[src/rtl/exc_state_pkg.sv]
// Shared constants and types for the exception state unit.
// Assumes big-endian bit numbering: architectural bit n is index XLEN-1-n.
package exc_state_pkg;
    localparam int XLEN = 32;

    // Index of architectural bit n.
    function automatic int be_idx(input int n);
        return XLEN - 1 - n;
    endfunction

    // Mask covering architectural bits lo..hi inclusive.
    function automatic logic [XLEN-1:0] be_range(input int lo, input int hi);
        logic [XLEN-1:0] m;
        m = '0;
        for (int b = lo; b <= hi; b++) m[XLEN-1-b] = 1'b1;
        return m;
    endfunction

    localparam int IDX_VEC = be_idx(6);
    localparam int IDX_ILE = be_idx(15);
    localparam int IDX_EE  = be_idx(16);
    localparam int IDX_PR  = be_idx(17);
    localparam int IDX_IR  = be_idx(26);
    localparam int IDX_DR  = be_idx(27);
    localparam int IDX_LE  = be_idx(31);

    localparam logic [XLEN-1:0] SAVE_MASK  = be_range(6, 6) | be_range(16, 31);
    localparam logic [XLEN-1:0] WRITE_MASK = be_range(6, 6) | be_range(13, 31);
    localparam logic [XLEN-1:0] ENTRY_CLR  = be_range(16, 17) | be_range(26, 27);

    typedef enum logic {
        TGT_STATE = 1'b0,
        TGT_SAVE  = 1'b1
    } wr_target_e;

    typedef enum logic [1:0] {
        OP_HOLD   = 2'd0,
        OP_SWWR   = 2'd1,
        OP_RETURN = 2'd2,
        OP_ENTER  = 2'd3
    } upd_op_e;
endpackage

[src/rtl/exc_op_arb.sv]
// Chooses the update applied to each register this cycle.
// Assumes strobes are single-cycle; entry beats return beats software write.
module exc_op_arb
    import exc_state_pkg::*;
(
    input  logic     exc_enter,
    input  logic     exc_return,
    input  logic     wr_en,
    input  logic     wr_sel,
    output upd_op_e  st_op,
    output upd_op_e  sv_op
);
    // Pick the state-register update by fixed priority.
    always_comb begin
        if (exc_enter)                                      st_op = OP_ENTER;
        else if (exc_return)                                st_op = OP_RETURN;
        else if (wr_en && (wr_target_e'(wr_sel) == TGT_STATE)) st_op = OP_SWWR;
        else                                                st_op = OP_HOLD;
    end

    // Pick the save-register update; a return leaves it untouched.
    always_comb begin
        if (exc_enter)                                      sv_op = OP_ENTER;
        else if (exc_return)                                sv_op = OP_HOLD;
        else if (wr_en && (wr_target_e'(wr_sel) == TGT_SAVE))  sv_op = OP_SWWR;
        else                                                sv_op = OP_HOLD;
    end

    // at most one register takes a software write, and never while a strobe is up.
    always_comb begin
        assert_sw_excl_R5: assert (!((st_op == OP_SWWR) && (sv_op == OP_SWWR)));
    end
endmodule

[src/rtl/exc_save_reg.sv]
// Save/restore status register.
// Assumes the op comes from exc_op_arb; captures masked state on entry.
module exc_save_reg
    import exc_state_pkg::*;
(
    input  logic            clk,
    input  logic            rst_n,
    input  upd_op_e         op,
    input  logic [XLEN-1:0] state_in,
    input  logic [XLEN-1:0] wr_data,
    output logic [XLEN-1:0] save_q
);
    // Register update with synchronous active-low reset.
    always_ff @(posedge clk) begin
        if (!rst_n) save_q <= '0;
        else begin
            case (op)
                OP_ENTER: save_q <= state_in & SAVE_MASK;
                OP_SWWR:  save_q <= wr_data;
                default:  save_q <= save_q;
            endcase
        end
    end

    // entry snapshot holds only the selected state bits.
    assert_entry_snapshot_R2: assert property (@(posedge clk) disable iff (!rst_n)
        (op == OP_ENTER) |=> (save_q == ($past(state_in) & SAVE_MASK)));

    // software write lands unmasked.
    assert_sw_save_R6: assert property (@(posedge clk) disable iff (!rst_n)
        (op == OP_SWWR) |=> (save_q == $past(wr_data)));
endmodule

[src/rtl/exc_state_reg.sv]
// Live machine state register.
// Assumes the op comes from exc_op_arb; reserved positions forced to zero.
module exc_state_reg
    import exc_state_pkg::*;
(
    input  logic            clk,
    input  logic            rst_n,
    input  upd_op_e         op,
    input  logic [XLEN-1:0] save_in,
    input  logic [XLEN-1:0] wr_data,
    output logic [XLEN-1:0] state_q
);
    logic [XLEN-1:0] entry_val;

    // Build the handler-context state from the current state.
    always_comb begin
        entry_val          = state_q & ~ENTRY_CLR;
        entry_val[IDX_LE]  = state_q[IDX_ILE];
    end

    // Register update with synchronous active-low reset.
    always_ff @(posedge clk) begin
        if (!rst_n) state_q <= '0;
        else begin
            case (op)
                OP_ENTER:  state_q <= entry_val & WRITE_MASK;
                OP_RETURN: state_q <= save_in & WRITE_MASK;
                OP_SWWR:   state_q <= wr_data & WRITE_MASK;
                default:   state_q <= state_q;
            endcase
        end
    end

    // handler state masks interrupts and takes byte order from the exception-endian bit.
    assert_entry_ctx_R3: assert property (@(posedge clk) disable iff (!rst_n)
        (op == OP_ENTER) |=> (!state_q[IDX_EE] && !state_q[IDX_PR] && !state_q[IDX_IR]
                              && !state_q[IDX_DR] && (state_q[IDX_LE] == $past(state_q[IDX_ILE]))));

    // return restores the saved writable bits.
    assert_restore_R4: assert property (@(posedge clk) disable iff (!rst_n)
        (op == OP_RETURN) |=> (state_q == ($past(save_in) & WRITE_MASK)));

    // reserved positions never hold a one.
    assert_reserved_zero_R9: assert property (@(posedge clk) disable iff (!rst_n)
        1'b1 |=> ((state_q & ~WRITE_MASK) == '0));
endmodule

[src/rtl/exc_gate.sv]
// Combinational qualification of interrupt requests and vector availability.
// Assumes state_in is the live machine state.
module exc_gate
    import exc_state_pkg::*;
#(
    parameter int N_IRQ = 2
) (
    input  logic [XLEN-1:0]  state_in,
    input  logic [N_IRQ-1:0] irq_req,
    input  logic             vec_op,
    input  logic             vec_stream,
    output logic [N_IRQ-1:0] irq_take,
    output logic             vec_unavail
);
    // One enable gate per interrupt source.
    for (genvar g = 0; g < N_IRQ; g++) begin : g_irq
        assign irq_take[g] = irq_req[g] & state_in[IDX_EE];
    end

    // Flag vector use while disabled, except the stream class.
    assign vec_unavail = vec_op & ~vec_stream & ~state_in[IDX_VEC];
endmodule

[src/rtl/exc_state_unit.sv]
// Top: exception state save/restore with interrupt and vector gating.
// Assumes single-cycle strobes from the core's exception sequencer.
module exc_state_unit
    import exc_state_pkg::*;
#(
    parameter int N_IRQ = 2
) (
    input  logic             clk,
    input  logic             rst_n,
    input  logic             exc_enter,
    input  logic             exc_return,
    input  logic             wr_en,
    input  logic             wr_sel,
    input  logic [31:0]      wr_data,
    input  logic [N_IRQ-1:0] irq_req,
    input  logic             vec_op,
    input  logic             vec_stream,
    output logic [31:0]      state_q,
    output logic [31:0]      save_q,
    output logic [N_IRQ-1:0] irq_take,
    output logic             vec_unavail
);
    upd_op_e st_op, sv_op;

    exc_op_arb u_arb (
        .exc_enter (exc_enter), .exc_return (exc_return),
        .wr_en (wr_en), .wr_sel (wr_sel),
        .st_op (st_op), .sv_op (sv_op)
    );

    exc_state_reg u_state (
        .clk (clk), .rst_n (rst_n), .op (st_op),
        .save_in (save_q), .wr_data (wr_data), .state_q (state_q)
    );

    exc_save_reg u_save (
        .clk (clk), .rst_n (rst_n), .op (sv_op),
        .state_in (state_q), .wr_data (wr_data), .save_q (save_q)
    );

    exc_gate #(.N_IRQ (N_IRQ)) u_gate (
        .state_in (state_q), .irq_req (irq_req),
        .vec_op (vec_op), .vec_stream (vec_stream),
        .irq_take (irq_take), .vec_unavail (vec_unavail)
    );

    // a colliding return cannot undo entry's interrupt masking.
    assert_enter_wins_R5: assert property (@(posedge clk) disable iff (!rst_n)
        (exc_enter && exc_return) |=> !state_q[IDX_EE]);

    // no request passes while interrupts are masked.
    assert_irq_masked_R7: assert property (@(posedge clk) disable iff (!rst_n)
        !state_q[IDX_EE] |-> (irq_take == '0));

    // the stream class never flags unavailability.
    assert_stream_exempt_R8: assert property (@(posedge clk) disable iff (!rst_n)
        vec_stream |-> !vec_unavail);

    // registers are zero in the cycle after reset.
    assert_reset_zero_R1: assert property (@(posedge clk)
        !rst_n |=> ((state_q == '0) && (save_q == '0)));
endmodule

[config.mk]
export PLATFORM = sky130hd
export DESIGN_NAME = exc_state_unit
export DESIGN_NICKNAME = d
export VERILOG_FILES = /design/src/rtl/exc_state_pkg.sv /design/src/rtl/exc_op_arb.sv /design/src/rtl/exc_save_reg.sv /design/src/rtl/exc_state_reg.sv /design/src/rtl/exc_gate.sv /design/src/rtl/exc_state_unit.sv
export SDC_FILE = /design/constraint.sdc
export NUM_CORES = 1
export LEC_CHECK = 0
export ABC_AREA = 1
export CAP_MARGIN = 20
export CORE_ASPECT_RATIO = 1.25
export CORE_MARGIN = 2
export CORE_UTILIZATION = 50
export CTS_BUF_LIST = sky130_fd_sc_hd__clkbuf_16
export CTS_CLUSTER_DIAMETER = 100
export DETAILED_ROUTE_END_ITERATION = 8
export DONT_BUFFER_PORTS = 1
export PLACE_DENSITY = 0.64
export SKIP_LAST_GASP = 1
export SLEW_MARGIN = 15
export SYNTH_ARGS = -nofsm -noshare
export SYNTH_HDL_FRONTEND = slang
export SYNTH_SLANG_ARGS = --single-unit
export TNS_END_PERCENT = 20
[constraint.sdc]
create_clock -name clk -period 2.15 [get_ports clk]
set_input_delay 0.3225 -clock clk [delete_from_list [all_inputs] [get_ports clk]]
set_output_delay 0.3225 -clock clk [all_outputs]
set_load 0.05 [all_outputs]
==> results.yml, run 1 <==
logic_synthesis:
  post-synth-top-area-cell: "dfxtp_1"
  synth.most_common_cell: "nand2_1"
  seq_area_frac_synth: 0.433
  synth_area_leaders: "dfxtp_1 43%, nand2_1 14%, a21oi_1 11%"
  synthArstFlopShare: 0
  synth_edf_count: 0
  synth_warnings: 0
  syn-instance-count: 340
  syn_area_per_cell_sq_um: 7.07
  cell_area_after_synthesis_sq_um: 2400
  synthDistinctLibCells: 17
  synth.cells.most_frequent: "90 x nand2_1, 54 x a21oi_1, 52 x dfxtp_1, 52 x nand3_1, 24 x inv_1"
  synth_largest_type_area_fraction: 0.433
  synth_seq_cells: 52
  synthFlopType: "dfxtp_1"
clock_network:
  cts_inserted_buffers: 5
  clock_tree.root_cell: "clkbuf_16"
  cts.hold.buffers_added: 0
  h-tree-depth: 2
  tritoncts_clock_tree: "done"
  post_cts_clock_slew_at_the_launch_and_capture_registers_of_the_worst_setup_and_hold_paths_ps: 70
  max-clock-path-buffers: 2
  clock-sinks: 52
  cts_post_setup_buffers_inserted: 0
  cts-resized-gates: 0
  insertion_delay_of_the_later_clocked_pin_in_the_worst_skew_pair_ps: 290
global_routing:
  grt_max_degree: 38
  wire_length_of_the_first_global_routing_pass_um: 9090
  grt_antenna_before_repair: 0
  grt.total_usage: 0.219
  grt_remaining_overflow: 0
  number_of_global_route_vias_before_repair: 1872
job:
  maxCapViolations: 0
floorplanning:
  die_h_um: 81.5
  initial_utilization: 0.512
  core_area_sq_um: 4690
  rows: 28
  die-area_sq_um: 5380
  boundaryPins: 109
  fp.dieW_um: 66.0
timing:
  min_period_ps: 1350
  worstMarginPinSlew_ps: 607
  fin_worst_hold_slack_ps: 132
  final.setup.worst_slack_ps: 804
  hold_violations: 0
  clock.fmax_mhz: 743
  setup_repair_after_global_routing_missed_its_margin: "no"
  slew_viol_final: 0
  setup-violations-final: 0
  post-route-period-util: 0.626
  slew_headroom: 0.595
  final.setup.tns_ps: 0
  timing.clock.skew_ps: 4.97
critical_path:
  required_ps: 1830
  crit_path_max_incr_delay_ps: 360
  critical_path.n_buffers_inverters: 1
  setup.worst_path.class: "reg -> out"
  critPathMaxFanout: 3
  timing.critical_path.cells: "nand2_1, inv_1"
  cp_top_family: "flip-flops"
  worst_setup_path_startpoint: "u_state.state_q[15]"
  critical_path.reg2reg.endpoint: "u_save.save_q[14]"
  r2r_cells: 4
  start_kind: "flop"
  critical_path.reg2reg.startpoint: "u_save.save_q[14]"
  worst-r2r-setup-slack_ps: 1070
  critical_path.endpoint_type: "primary output"
  arrival_ps: 1020
  worst_path_max_delay_cell: "dfxtp_1"
  setup.worst_path.end: "irq_take[0]"
  cp.depth: 2
route:
  drcViolationCount: 0
  viasPerCell: 5.50
  ant_nets: 0
  number_of_iterations_in_the_first_detailed_routing_pass: 5
  dr_total_vias: 2163
  dr.first_iter.drc_count: 156
  wl_per_cell_um: 15.5
  detail_route.wirelength_um: 6090
layout:
  stdcell_area_sq_um: 2530
  layout.core_utilization: 0.539
  drive_gt1_frac: 0.0631
  area.growth.synth_to_final_pct: 5.20
  num-nets-final: 377
  fin_cells: 393
  antenna-diode-count: 0
place:
  placedCellCount: 386
  dp_hpwl_um: 4100
  dp_slack_ps: 503
  finalWeightedCongestion: 0.745
  io_buffer_count: 0
  detailed_place.area_sq_um: 2400
power_and_ir_drop:
  power_report.internal_total_mw: 1.50
  sequential_power_share: 0.549
  leakagePower_nw: 1.10
  fin_total_pwr_mw: 2.23
  comb_power_share: 0.115
  p_sw_frac: 0.327
  p_sw_uw: 730
  power.density_cell_area_nw_per_um2: 883
  power.ir.vdd_worst_uv: 486
  part_of_the_total_power_dissipated_in_the_clock_network: 0.336
run_status:
  outcome: "finished, final reports clean"
worst_hold_path:
  worstHoldPathType: "in -> reg"
[layout make-up]
| cell class | count | area, sq um |
|---|---|---|
| well taps | 60 | 75.1 |
| repair buffers | 8 | 60.1 |
| flip-flops and latches | 52 | 1040 |
| fillers | 483 | 2160 |
| clock buffers | 5 | 125 |
| inverters | 26 | 97.6 |
| clock inverters | 2 | 7.51 |
| multi-input cells | 240 | 1120 |
[routing by layer]
| layer | vias up | track usage | wire length (um) |
|---|---|---|---|
| met5 | - | 0 | 0 |
| met4 | 0 | 0.0571 | 29 |
| met3 | 3 | 0.0808 | 533 |
| met2 | 96 | 0.376 | 3090 |
| met1 | 991 | 0.260 | 2440 |
| li1 | 1073 | - | - |
[state kept, by name, summed over array words and instances, names as in the netlist]
register and flops:
u_state.state_q 20, u_save.save_q 32
[cells in the final DEF, fill, tap and decap left out]
cell,Yosys,final
clkinv_1,0,2
nor3b_2,0,1
nand3_4,1,1
nor2_2,0,1
a21oi_1,54,54
nor2_1,5,4
buf_4,15,8
ha_1,2,2
nor2_4,3,3
conb_1,1,12
nand2_1,90,90
nand3_1,52,52
clkbuf_16,0,5
dfxtp_1,52,52
inv_2,2,2
inv_1,24,24
o21ai_0,20,20
[power groups by stage]
stage / sequential [mW] / clock (mW) / combinational [mW]
after floorplan: 1.24 / 0 / 0.235
after global placement: 1.25 / 0 / 0.251
after detailed placement: 1.25 / 0 / 0.257
after CTS: 1.23 / 0.771 / 0.258
after global routing: 1.23 / 0.800 / 0.286
final: 1.23 / 0.750 / 0.257
[how the worst min path moves through the flow]
stage                      from           endpoint  slack, ps  cells past startpoint
floorplan           wr_data[20]  u_save.save_q[20]        470                      2
global placement          rst_n   u_save.save_q[7]        420                      2
detailed placement        rst_n   u_save.save_q[0]        430                      2
CTS                       rst_n   u_save.save_q[6]        130                      2
global route              rst_n   u_save.save_q[7]        130                      2
finish                    rst_n   u_save.save_q[6]        130                      2
[logic make-up after synthesis]
logic type / count (synthesis) / synth area share
other: 1 / 0.00156
AOI/OAI and AO/OA: 74 / 0.154
buffers and inverters: 59 / 0.120
adders and majority gates: 2 / 0.0104
DFF: 52 / 0.433
and+or+nand+nor: 152 / 0.281
Power figures use the tool's default switching activity.
==> run 2, diff against run 1 <==
--- a/config.mk
+++ b/config.mk
@@ -5,7 +5,7 @@
 export SDC_FILE = /design/constraint.sdc
 export NUM_CORES = 1
 export LEC_CHECK = 0
-export ABC_AREA = 1
+export ABC_AREA = 0
 export CAP_MARGIN = 20
 export CORE_ASPECT_RATIO = 1.25
 export CORE_MARGIN = 2
==> constraint.sdc (replaced) <==
create_clock -name clk -period 1.3 [get_ports clk]
set_input_delay 0.195 -clock clk [delete_from_list [all_inputs] [get_ports clk]]
set_output_delay 0.195 -clock clk [all_outputs]
set_load 0.05 [all_outputs]
==> results.yml, run 2 <==
run_status:
  outcome: "finished, final reports clean"
clock_network:
  post_cts_clock_slew_at_the_launch_and_capture_registers_of_the_worst_setup_and_hold_paths_ps: 70
  clock_tree.root_cell: "clkbuf_16"
  cts_inserted_buffers: 5
  max-clock-path-buffers: 2
  h-tree-depth: 2
  insertion_delay_of_the_later_clocked_pin_in_the_worst_skew_pair_ps: 280
  clock-sinks: 52
  cts_post_setup_buffers_inserted: 0
  tritoncts_clock_tree: "done"
job:
  maxCapViolations: 0
global_routing:
  grt_remaining_overflow: 0
  wire_length_of_the_first_global_routing_pass_um: 9290
  number_of_global_route_vias_before_repair: 1863
  grt_max_degree: 39
  grt.total_usage: 0.231
  grt_antenna_before_repair: 0
power_and_ir_drop:
  power.ir.vdd_worst_uv: 1070
  power.density_cell_area_nw_per_um2: 1430
  fin_total_pwr_mw: 4.21
  leakagePower_nw: 1.20
timing:
  setup-violations-final: 0
  min_period_ps: 1240
  slew_viol_final: 0
  post-route-period-util: 0.955
  worstMarginPinSlew_ps: 575
  clock.fmax_mhz: 806
  slew_headroom: 0.616
  hold_violations: 0
  fin_worst_hold_slack_ps: 37.1
  timing.clock.skew_ps: 2.17
  setup_repair_after_global_routing_missed_its_margin: "no"
route:
  dr.first_iter.drc_count: 60
  wl_per_cell_um: 15.1
  dr_total_vias: 2093
  ant_nets: 0
  viasPerCell: 5.51
  number_of_iterations_in_the_first_detailed_routing_pass: 5
  drcViolationCount: 0
  detail_route.wirelength_um: 5740
layout:
  area.growth.synth_to_final_pct: 31.3
  fillCellCount: 385
  antenna-diode-count: 0
  largest_reg_flops: 32
  layout_common_cells: "54 x buf_4, 51 x dfxtp_1, 48 x nand2_1"
  drive_gt1_frac: 0.283
  largest_register: "u_save.save_q"
  num-nets-final: 365
  stdcell_area_sq_um: 2950
  top_regs: "u_save.save_q x32, u_state.state_q x20"
  layout_commonest_cell: "buf_4"
logic_synthesis:
  synth_edf_count: 0
  cell_area_after_synthesis_sq_um: 2240
  synth.cells.most_frequent: "52 x dfxtp_1, 48 x nand2_1, 45 x a21oi_1"
  syn_area_per_cell_sq_um: 8.10
  synthArstFlopShare: 0
  synthFlopType: "dfxtp_1"
  synth_area_leaders: "dfxtp_1 46%, a21oi_1 10%, o21ai_0 8.5%"
  synth_seq_cells: 52
  synth_warnings: 0
  seq_area_frac_synth: 0.464
  synthDistinctLibCells: 25
  synth.most_common_cell: "dfxtp_1"
  post-synth-top-area-cell: "dfxtp_1"
  synth_largest_type_area_fraction: 0.464
  syn-instance-count: 277
place:
  io_buffer_count: 0
  dp_hpwl_um: 4050
  detailed_place.area_sq_um: 2770
  finalWeightedCongestion: 0.778
worst_hold_path:
  worstHoldPathType: "in -> reg"
floorplanning:
  fp.dieW_um: 63.9
  boundaryPins: 109
  initial_utilization: 0.515
  die_h_um: 78.9
  die-area_sq_um: 5040
  core_area_sq_um: 4360
  rows: 27
critical_path:
  arrival_ps: 1050
  required_ps: 1110
  critical_path.endpoint_type: "primary output"
  setup.worst_path.class: "reg -> out"
  critPathMaxFanout: 4
  start_kind: "flop"
## run 2: cell types whose count changed after synthesis, moves of 3 or more
cell / previous run / this run
buf_6: 0 / 3
a21oi_1: 54 / 45
a221oi_1: 0 / 19
nand2_1: 90 / 48
nand3_1: 52 / 0
nor2_4: 3 / 0
a21oi_2: 0 / 5
inv_1: 24 / 3
o21ai_0: 20 / 38
nor2_1: 5 / 20
## run 2: worst paths after layout
kind,start,end,slack [ps],cells after the start
worst max-delay path,u_state.state_q[25],vec_unavail,60,2
worst min-delay path,rst_n,u_state.state_q[15],40,2
worst max register to register,u_save.save_q[8],u_state.state_q[8],310,2
worst min register to register,u_save.save_q[22],u_save.save_q[22],460,2
## run 2: kinds of logic after synthesis
group / count (synthesis) / synth area share
compound gates: 108 / 0.282
simple gates: 77 / 0.142
flops: 52 / 0.464
buf+inv: 37 / 0.0993
fa+ha+maj: 2 / 0.0112
other cells: 1 / 0.00167
## run 2: repair_timing
| action | CTS | global route |
|---|---|---|
| hold buffers | 0 | 0 |
| gates resized for setup | 0 | 1 |
| setup endpoints to repair | 0 | 1 |
## run 2: final cells by class
| class | instances | area, sq um | share of cell area |
|---|---|---|---|
| multi-input cells | 199 | 1130 | 0.383 |
| flip-flops and latches | 52 | 1040 | 0.354 |
| repair buffers | 59 | 505 | 0.172 |
| clock buffers | 5 | 125 | 0.0425 |
| well taps | 58 | 72.6 | 0.0246 |
| clock inverters | 3 | 46.3 | 0.0157 |
| inverters | 4 | 25.0 | 0.00850 |
## run 2: critical path, cell delays in order (launching register included)
cell and delay, ps:
dfxtp_1 360, nor3b_4 240, buf_12 160
## run 2: power by group
part / internal [mW] / switching [mW]
clock: 0.915 / 0.581
sequential: 1.69 / 0.123
combinational: 0.283 / 0.621
total: 2.89 / 1.32
## run 2: per-layer routing
metal  share of wire  wire length (um)  up-vias  track usage
met5               0                 0        -            0
met4           0.014                81        0       0.0848
met3           0.094               542        8       0.0581
met2            0.48              2730       99        0.364
met1            0.41              2380      954        0.305
li1                -                 -     1032            -
## run 2: through the flow
stage | setup WS [ps] | setup TNS [ps] | instances | util
floorplan | -43.4 | -579 | 288 | -
global placement | -9.00 | -16.3 | 372 | 0.636
detailed placement | -36.6 | -190 | 372 | 0.636
CTS | 31.7 | 0 | 380 | 0.676
global route | 17.8 | 0 | 380 | 0.676
finish | 59.1 | 0 | 380 | 0.676
==> run 3, diff against run 2 <==
--- a/config.mk
+++ b/config.mk
@@ -9,12 +9,11 @@
 export CAP_MARGIN = 20
 export CORE_ASPECT_RATIO = 1.25
 export CORE_MARGIN = 2
-export CORE_UTILIZATION = 50
-export CTS_BUF_LIST = sky130_fd_sc_hd__clkbuf_16
+export CORE_UTILIZATION = 35
+export CTS_BUF_LIST = sky130_fd_sc_hd__clkbuf_8
 export CTS_CLUSTER_DIAMETER = 100
 export DETAILED_ROUTE_END_ITERATION = 8
 export DONT_BUFFER_PORTS = 1
-export PLACE_DENSITY = 0.64
 export SKIP_LAST_GASP = 1
 export SLEW_MARGIN = 15
 export SYNTH_ARGS = -nofsm -noshare
==> results.yml, run 3 (same netlist as run 2, synthesis figures left out) <==
run_status:
  outcome: "finished, final reports clean"
floorplanning:
  boundaryPins: 109
  rows: 32
  fp.dieW_um: 75.6
  die_h_um: 93.5
  die-area_sq_um: 7070
  core_area_sq_um: 6210
  initial_utilization: 0.361
critical_path:
  crit_path_max_incr_delay_ps: 360
  critPathMaxFanout: 4
  cp.depth: 2
  timing.critical_path.cells: "nor3b_4, buf_12"
  r2r_cells: 2
  required_ps: 1110
  worst_path_max_delay_cell: "dfxtp_2"
  start_kind: "flop"
  arrival_ps: 1040
  critical_path.endpoint_type: "primary output"
  critical_path.n_buffers_inverters: 1
  cp_top_family: "flip-flops"
  setup.worst_path.class: "reg -> out"
clock_network:
  cts_post_setup_buffers_inserted: 0
  tritoncts_clock_tree: "done"
  h-tree-depth: 2
  clock-sinks: 52
  cts.hold.buffers_added: 0
  max-clock-path-buffers: 2
  insertion_delay_of_the_later_clocked_pin_in_the_worst_skew_pair_ps: 300
  clock_tree.root_cell: "clkbuf_8"
  cts_inserted_buffers: 5
  post_cts_clock_slew_at_the_launch_and_capture_registers_of_the_worst_setup_and_hold_paths_ps: 90
power_and_ir_drop:
  p_sw_mw: 1.25
  comb_power_share: 0.256
  part_of_the_total_power_dissipated_in_the_clock_network: 0.238
  power.ir.vdd_worst_uv: 720
  sequential_power_share: 0.506
  power_report.internal_total_mw: 2.34
  leakagePower_nw: 1.16
  fin_total_pwr_mw: 3.60
  power.density_cell_area_nw_per_um2: 1240
  p_sw_frac: 0.348
timing:
  setup_repair_after_global_routing_missed_its_margin: "no"
  min_period_ps: 1230
  slew_headroom: 0.594
  timing.clock.skew_ps: 5.87
  post-route-period-util: 0.949
  fin_worst_hold_slack_ps: 19.9
  slew_viol_final: 0
  worstMarginPinSlew_ps: 608
  setup-violations-final: 0
  hold_violations: 0
  clock.fmax_mhz: 810
place:
  placedCellCount: 398
  finalWeightedCongestion: 0.785
  io_buffer_count: 0
  dp_hpwl_um: 4410
layout:
  fin_cells: 405
  drive_gt1_frac: 0.275
  largest_reg_flops: 32
  area.growth.synth_to_final_pct: 28.8
  layout.core_utilization: 0.466
  layout_common_cells: "52 x buf_4, 51 x dfxtp_1, 48 x nand2_1"
  antenna-diode-count: 0
  num-nets-final: 364
  largest_register: "u_save.save_q"
  top_regs: "u_save.save_q x32, u_state.state_q x20"
  layout_commonest_cell: "buf_4"
global_routing:
  grt_remaining_overflow: 0
  wire_length_of_the_first_global_routing_pass_um: 9900
  grt_max_degree: 39
  grt_antenna_before_repair: 0
  number_of_global_route_vias_before_repair: 1975
  grt.total_usage: 0.183
job:
  maxCapViolations: 0
route:
  detail_route.wirelength_um: 6340
  dr.first_iter.drc_count: 65
  viasPerCell: 5.22
  number_of_iterations_in_the_first_detailed_routing_pass: 4
  ant_nets: 0
  drcViolationCount: 0
  dr_total_vias: 2115
  wl_per_cell_um: 15.7
worst_hold_path:
  worstHoldPathType: "in -> reg"
  min_delay_path_depth: 2
-- run 3: layer usage --
metal | vias up | part of all wire | global-route usage
met2 | 106 | 0.49 | 0.300
li1 | 1025 | - | -
met1 | 974 | 0.41 | 0.227
met3 | 10 | 0.084 | 0.0517
met4 | 0 | 0.015 | 0.0629
met5 | - | 0 | 0
-- run 3: worst paths after layout --
path | startpoint | to | slack (ps)
hold / removal | rst_n | u_state.state_q[25] | 20
setup reg to reg | u_save.save_q[11] | u_save.save_q[11] | 270
hold reg to reg | u_save.save_q[23] | u_save.save_q[23] | 460
setup / recovery | u_state.state_q[25] | vec_unavail | 70
-- run 3: power groups by stage --
stage | combinational, mW | clock, mW | sequential [mW]
final | 0.922 | 0.856 | 1.82
after global routing | 0.988 | 0.960 | 1.83
after CTS | 0.927 | 0.894 | 1.82
after detailed placement | 0.926 | 0 | 1.86
after global placement | 0.914 | 0 | 1.85
after floorplan | 0.468 | 0 | 2.13
-- run 3: area by class of cell --
cell class / instances / area (sq um)
Clock buffer: 5 / 68.8
Timing Repair Buffer: 58 / 510
Multi-Input combinational cell: 199 / 1130
Sequential cell: 52 / 1040
Inverter: 4 / 25.0
Clock inverter: 2 / 8.76
Tap cell: 85 / 106
Fill cell: 619 / 3320
-- run 3: worst register-to-register path, delay by kind of cell, from the launching register on --
kind	cells	cell delay [ps]
DFF	1	700
AOI/OAI and AO/OA	1	160
and+or+nand+nor	1	100
-- run 3: stage by stage --
step | setup TNS (ps) | setup slack (ps) | instance area, sq um
4_1_cts | 0 | 6.75 | 2890
3_3_place_gp | -23.2 | -23.2 | 2810
6_report | 0 | 66.0 | 2890
5_1_grt | 0 | 24.4 | 2890
2_1_floorplan | -579 | -43.4 | 2450
3_5_place_dp | -46.8 | -34.8 | 2810
-- run 3: repair_timing --
item	CTS	global route
resized for setup	0	1
setup endpoints to repair	0	1
hold endpoints to repair	0	0
